--- src/rtl/scl_gen_pkg.sv ---
package scl_gen_pkg;

  typedef enum logic [1:0] {
    PH_IDLE = 2'd0,
    PH_LOW  = 2'd1,
    PH_HIGH = 2'd2
  } scl_phase_t;

  // Extra module-clock ticks added to each SCL phase.
  function automatic logic [2:0] phase_pad(input logic psc_zero,
                                           input logic psc_one,
                                           input logic fixed);
    if (fixed)         return 3'd6;
    else if (psc_zero) return 3'd7;
    else if (psc_one)  return 3'd6;
    else               return 3'd5;
  endfunction

endpackage

--- src/rtl/scl_prescaler.sv ---
module scl_prescaler #(
  parameter int PSC_W = 16
) (
  input  logic             clk,
  input  logic             rst,
  input  logic             en,
  input  logic [PSC_W-1:0] psc,
  output logic             tick
);

  logic [PSC_W-1:0] div_q;
  logic             wrap;

  // Wrap also when psc shrank below the running count.
  assign wrap = (div_q >= psc);

  always_ff @(posedge clk) begin
    if (rst || !en) begin
      div_q <= '0;
      tick  <= 1'b0;
    end else begin
      div_q <= wrap ? '0 : div_q + 1'b1;
      tick  <= wrap;
    end
  end

endmodule

--- src/rtl/scl_phase_ctrl.sv ---
module scl_phase_ctrl
  import scl_gen_pkg::*;
#(
  parameter int PSC_W     = 16,
  parameter int CNT_W     = 16,
  parameter bit FIXED_PAD = 1'b0
) (
  input  logic             clk,
  input  logic             rst,
  input  logic             en,
  input  logic             run,
  input  logic             tick,
  input  logic [PSC_W-1:0] psc,
  input  logic [CNT_W-1:0] low_cnt,
  input  logic [CNT_W-1:0] high_cnt,
  input  logic             scl_in,
  output logic             drive_low
);

  localparam int PW = CNT_W + 1;

  scl_phase_t    state_q, state_n;
  logic [PW-1:0] cnt_q, cnt_n;
  logic [PW-1:0] limit;
  logic [2:0]    pad;
  logic          high_zero;

  assign high_zero = (high_cnt == '0);

  generate
    if (FIXED_PAD) begin : g_fixed
      assign pad = phase_pad(1'b0, 1'b0, 1'b1);
    end else begin : g_scaled
      assign pad = phase_pad(psc == '0, psc == PSC_W'(1), 1'b0);
    end
  endgenerate

  // Last tick index of the current phase (pad >= 5, so no underflow).
  always_comb begin
    limit = ((state_q == PH_LOW) ? {1'b0, low_cnt} : {1'b0, high_cnt})
            + PW'(pad) - PW'(1);
  end

  always_comb begin
    state_n = state_q;
    cnt_n   = cnt_q;
    unique case (state_q)
      PH_IDLE: begin
        if (run) begin
          state_n = PH_LOW;
          cnt_n   = '0;
        end
      end
      PH_LOW: begin
        if (tick) begin
          if (cnt_q == limit) begin
            state_n = PH_HIGH;
            cnt_n   = '0;
          end else begin
            cnt_n = cnt_q + 1'b1;
          end
        end
      end
      PH_HIGH: begin
        // The high phase is timed only while the wire reads high.
        if (tick && scl_in) begin
          if (cnt_q == limit) begin
            state_n = PH_LOW;
            cnt_n   = '0;
          end else begin
            cnt_n = cnt_q + 1'b1;
          end
        end
      end
      default: begin
        state_n = PH_IDLE;
        cnt_n   = '0;
      end
    endcase
    if (!en || high_zero) begin
      state_n = PH_IDLE;
      cnt_n   = '0;
    end
  end

  always_ff @(posedge clk) begin
    if (rst) begin
      state_q   <= PH_IDLE;
      cnt_q     <= '0;
      drive_low <= 1'b0;
    end else begin
      state_q   <= state_n;
      cnt_q     <= cnt_n;
      drive_low <= (state_n == PH_LOW);
    end
  end

endmodule

--- src/rtl/scl_clock_gen.sv ---
module scl_clock_gen #(
  parameter int PSC_W     = 16,
  parameter int CNT_W     = 16,
  parameter bit FIXED_PAD = 1'b0
) (
  input  logic             clk,
  input  logic             rst,
  input  logic             mod_en,
  input  logic             run_strobe,
  input  logic [PSC_W-1:0] psc_val,
  input  logic [CNT_W-1:0] low_count,
  input  logic [CNT_W-1:0] high_count,
  input  logic             scl_sense,
  output logic             scl_drive_low,
  output logic             mod_tick
);

  scl_prescaler #(.PSC_W(PSC_W)) u_psc (
    .clk  (clk),
    .rst  (rst),
    .en   (mod_en),
    .psc  (psc_val),
    .tick (mod_tick)
  );

  scl_phase_ctrl #(
    .PSC_W     (PSC_W),
    .CNT_W     (CNT_W),
    .FIXED_PAD (FIXED_PAD)
  ) u_phase (
    .clk       (clk),
    .rst       (rst),
    .en        (mod_en),
    .run       (run_strobe),
    .tick      (mod_tick),
    .psc       (psc_val),
    .low_cnt   (low_count),
    .high_cnt  (high_count),
    .scl_in    (scl_sense),
    .drive_low (scl_drive_low)
  );

endmodule

--- config.mk ---
export PLATFORM = sky130hd
export DESIGN_NAME = scl_clock_gen
export DESIGN_NICKNAME = d
export VERILOG_FILES = /design/src/rtl/scl_gen_pkg.sv /design/src/rtl/scl_prescaler.sv /design/src/rtl/scl_phase_ctrl.sv /design/src/rtl/scl_clock_gen.sv
export SDC_FILE = /design/constraint.sdc
export NUM_CORES = 1
export LEC_CHECK = 0
export BUFFER_PORTS_ARGS = -buffer_cell sky130_fd_sc_hd__buf_4
export CAP_MARGIN = 20
export CORE_ASPECT_RATIO = 0.7
export CORE_MARGIN = 4
export CORE_UTILIZATION = 37
export DETAILED_ROUTE_END_ITERATION = 10
export GPL_TIMING_DRIVEN = 0
export PLACE_DENSITY = 0.57
export SYNTH_ARGS = -nofsm -noshare
export SYNTH_HDL_FRONTEND = slang
export SYNTH_SLANG_ARGS = --single-unit
--- constraint.sdc ---
create_clock -name clk -period 4 [get_ports clk]
set_clock_uncertainty 0.15 [all_clocks]
set_input_delay 0.8 -clock clk [delete_from_list [all_inputs] [get_ports clk]]
set_output_delay 0.8 -clock clk [all_outputs]
set_load 0.01 [all_outputs]
==> metrics.yaml <==
yosys:
  avgSynthCellArea_um2: 7.59
  synth-edff-count: 0
  synth_area_leader_cell: "dfxtp_1"
  syn_area_um2: 3160
  synthesis.nets: 496
  synth_ff_type: "dfxtp_1"
  netlist.area_leader.share_pct: 23.4
  ys_seq_area_share_pct: 23.4
  synth_cell_type_count: 52
  yosys_warnings: 0
  synthCells: 416
  ys_top_cells_by_area: "dfxtp_1 (23%), ha_1 (10%), xnor2_1 (6.9%)"
  async_reset_ff_share_pct: 0
  ys_ff_latch: 37
timing:
  rsz0062_at_grt: "true"
  fin_crit_ns: 4.14
  worst_pin_slew_ns: 1.14
  fin_crit_sh_pct: 103
  fmax_mhz: 242
  finalSetupViolCount: 20
  setup_ws_ns: -0.138
  slew_headroom_pct: 23.3
  hold_viol_final: 0
  slew_viol_final: 0
  whs_ns: 0.379
clock_tree:
  cts_htree_levels: 2
  cts_tree: "built"
  clkTransAtPathRegs_ns: 0.06
  numCtsBuffers: 5
  clock_tree.buffer_depth: 2
  cts_root_buf: "clkbuf_16"
  cts_num_sinks: 37
  clock_latency_ns: 0.28
die:
  core_um2: 8070
  die_h_um: 85.3
  start_util_pct: 39.1
  chipWidth_um: 118
  die_area_um2: 10100
  ios: 55
  num_rows: 27
worst_setup_path:
  worst_setup_path_end_kind: "register"
  path_class: "in -> reg"
  reg2reg_to: "u_phase.cnt_q[7]$_SDFFE_PP0P_"
  critPathLaunchType: "input port"
  crit_required_ns: 4.00
  cp_max_fo: 5
  arrival_ns: 4.13
  reg2reg_slack_ns: -0.05
  r2r_start: "u_phase.state_q[1]$_SDFF_PP0_"
  rr_worst_depth: 18
pwr:
  power_frac_clock_pct: 44.3
  swShare_pct: 25.9
  seqPwrFrac_pct: 36.2
  irDropWorstVdd_v: 0.000227
  power-per-cell-area_nw_per_um2: 246
  power_frac_comb_pct: 19.5
  p_int_uw: 762
  total_power_mw: 1.03
  power.leakage_nw: 1.58
  switchingPower_uw: 266
run_status:
  failed_checks: "negative setup slack"
  status: "finished, violations left"
detailed_routing:
  wl_per_cell_um: 16.1
  via_per_inst: 5.56
  routed_wl_um: 9400
  drt_iter0_markers: 312
  post-route-drc-count: 0
  postRouteAntennaNets: 0
  firstDrtPassIters: 5
  vias: 3241
final_layout:
  final_common_cell: "buf_4"
  finish.instance_area_um2: 4180
  area_growth_pct: 32.2
  final_core_util_pct: 51.7
  layout_common_cells: "buf_4 (54), nand2_1 (45), dfxtp_1 (37)"
  drive_above_1_share_pct: 24.1
  finish.net_count: 561
  diodes: 0
  n_fill_cell: 768
hold_path:
  hold_end: "u_psc.div_q[0]$_SDFF_PP0_"
  holdPathStages: 1
  hp-start: "u_psc.div_q[0]$_SDFF_PP0_"
  hp-class: "reg -> reg"
place:
  post-dp-hpwl_um: 7160
  portBuffers: 54
  gp_congestion: 0.872
  place_ws_ns: -0.507
  post_dp_cell_area_um2: 3720
global_route:
  antenna_found_initial: 0
  gr-usage-all-layers_pct: 18.1
  grt_pass1_vias: 3009
  grt_max_degree: 29
  grt_pass1_wl_um: 15100
  gr-total-overflow: 0
run:
  cap_violations: 0
## repair_timing
item                                   4_1_cts  5_1_grt
setup endpoints to repair                   20       20
pin swaps                                   22       17
setup buffers                                3        2
endpoints found under the hold margin        0        0
cloned                                       1        0
gates resized for setup                     36       16
hold buffers                                 0        0
## power by group through the flow
stage                     sequential (mW)  combinational (mW)  clock, mW
final                               0.372               0.201      0.456
after global placement              0.380               0.175          0
after detailed placement            0.380               0.176          0
after CTS                           0.372               0.191      0.465
after global routing                0.372               0.220      0.479
after floorplan                     0.380              0.0978          0
## worst max path at each step
| stage | to | from | slack, ns | cells after the start |
|---|---|---|---|---|
| floorplan | u_phase.cnt_q[8]$_SDFFE_PP0P_ | psc_val[9] | 0.02 | 16 |
| global placement | u_phase.cnt_q[8]$_SDFFE_PP0P_ | psc_val[12] | -0.50 | 17 |
| detailed placement | u_phase.cnt_q[8]$_SDFFE_PP0P_ | psc_val[12] | -0.51 | 17 |
| CTS | u_phase.cnt_q[15]$_SDFFE_PP0P_ | psc_val[5] | -0.14 | 16 |
| global route | u_phase.cnt_q[7]$_SDFFE_PP0P_ | psc_val[12] | -0.27 | 17 |
| finish | u_phase.cnt_q[7]$_SDFFE_PP0P_ | psc_val[9] | -0.14 | 17 |
## layout make-up
cell class,count,area (um2),share of cell area [%]
Timing Repair Buffer,60,497,11.9
Buffer,14,95.1,2.28
Tap cell,101,126,3.03
Sequential cell,37,741,17.7
Clock buffer,6,129,3.09
Clock inverter,2,38.8,0.929
Multi-Input combinational cell,336,2450,58.6
Inverter,27,101,2.43
## cells in the mapped netlist (3+ instances only)
| cell type | number |
|---|---|
| nand2_1 | 46 |
| dfxtp_1 | 37 |
| nand3_1 | 37 |
| inv_1 | 27 |
| ha_1 | 26 |
| nor3_1 | 26 |
| xnor2_1 | 25 |
| nor2_1 | 20 |
| a31oi_1 | 15 |
| mux2i_1 | 14 |
| a21oi_1 | 12 |
| xor2_1 | 11 |
| nand4_1 | 9 |
| nor4_1 | 9 |
| clkbuf_1 | 8 |
| and2_1 | 7 |
| nand3b_1 | 7 |
| o21ai_0 | 7 |
| and3_1 | 6 |
| nand2b_1 | 6 |
| a21o_1 | 5 |
| nor2b_1 | 5 |
| or2_2 | 5 |
| o21ai_1 | 4 |
| a211oi_1 | 3 |
| buf_2 | 3 |
| or3_1 | 3 |
| or4_1 | 3 |
## sequential cells by signal, indices dropped and copies added, names as in the netlist
signal and count:
u_phase.drive_low 1, u_psc.tick 1, u_phase.cnt_q 17, u_phase.state_q 2
u_psc.div_q 16
## critical path, cell delays in order
cell and delay [ns]:
buf_4 0.12, nor4_4 0.26, nand4_1 0.17, ha_1 0.33, inv_2 0.05, ha_4 0.15, fa_2 0.35, inv_2 0.10
a221oi_4 0.04, and2_4 0.17, or4_4 0.47, a211o_1 0.34, o31a_1 0.34, buf_6 0.16, buf_8 0.13, nand3_2 0.06
a31oi_1 0.09
## logic make-up (layout without fill, tap and decap cells)
logic type | count (synthesis) | in the layout | share of synthesized area (%)
buffers and inverters | 43 | 109 | 5.70
AND/OR/NAND/NOR | 194 | 194 | 31.5
AO/OA/AOI/OAI | 63 | 63 | 13.2
flip-flops | 37 | 37 | 23.4
multiplexers | 16 | 16 | 5.23
XOR/XNOR | 36 | 36 | 9.98
adder cells (fa/ha/maj) | 27 | 27 | 10.9
## per-layer routing
metal | wire (um) | GRT usage, % | share of wire (%) | up-vias
li1 | - | - | - | 1623
met3 | 637 | 3.26 | 6.8 | 12
met5 | 0 | 0 | 0 | -
met4 | 82 | 2.73 | 0.87 | 0
met2 | 3680 | 25.3 | 39 | 108
met1 | 5000 | 28.7 | 53 | 1498
## through the flow
stage	std cells	TNS [ns]
after floorplan	416	0
after global placement	571	-9.16
after detailed placement	571	-9.44
after CTS	581	-2.22
after global routing	583	-4.37
final	583	-1.98
Power figures use the tool's default switching activity.
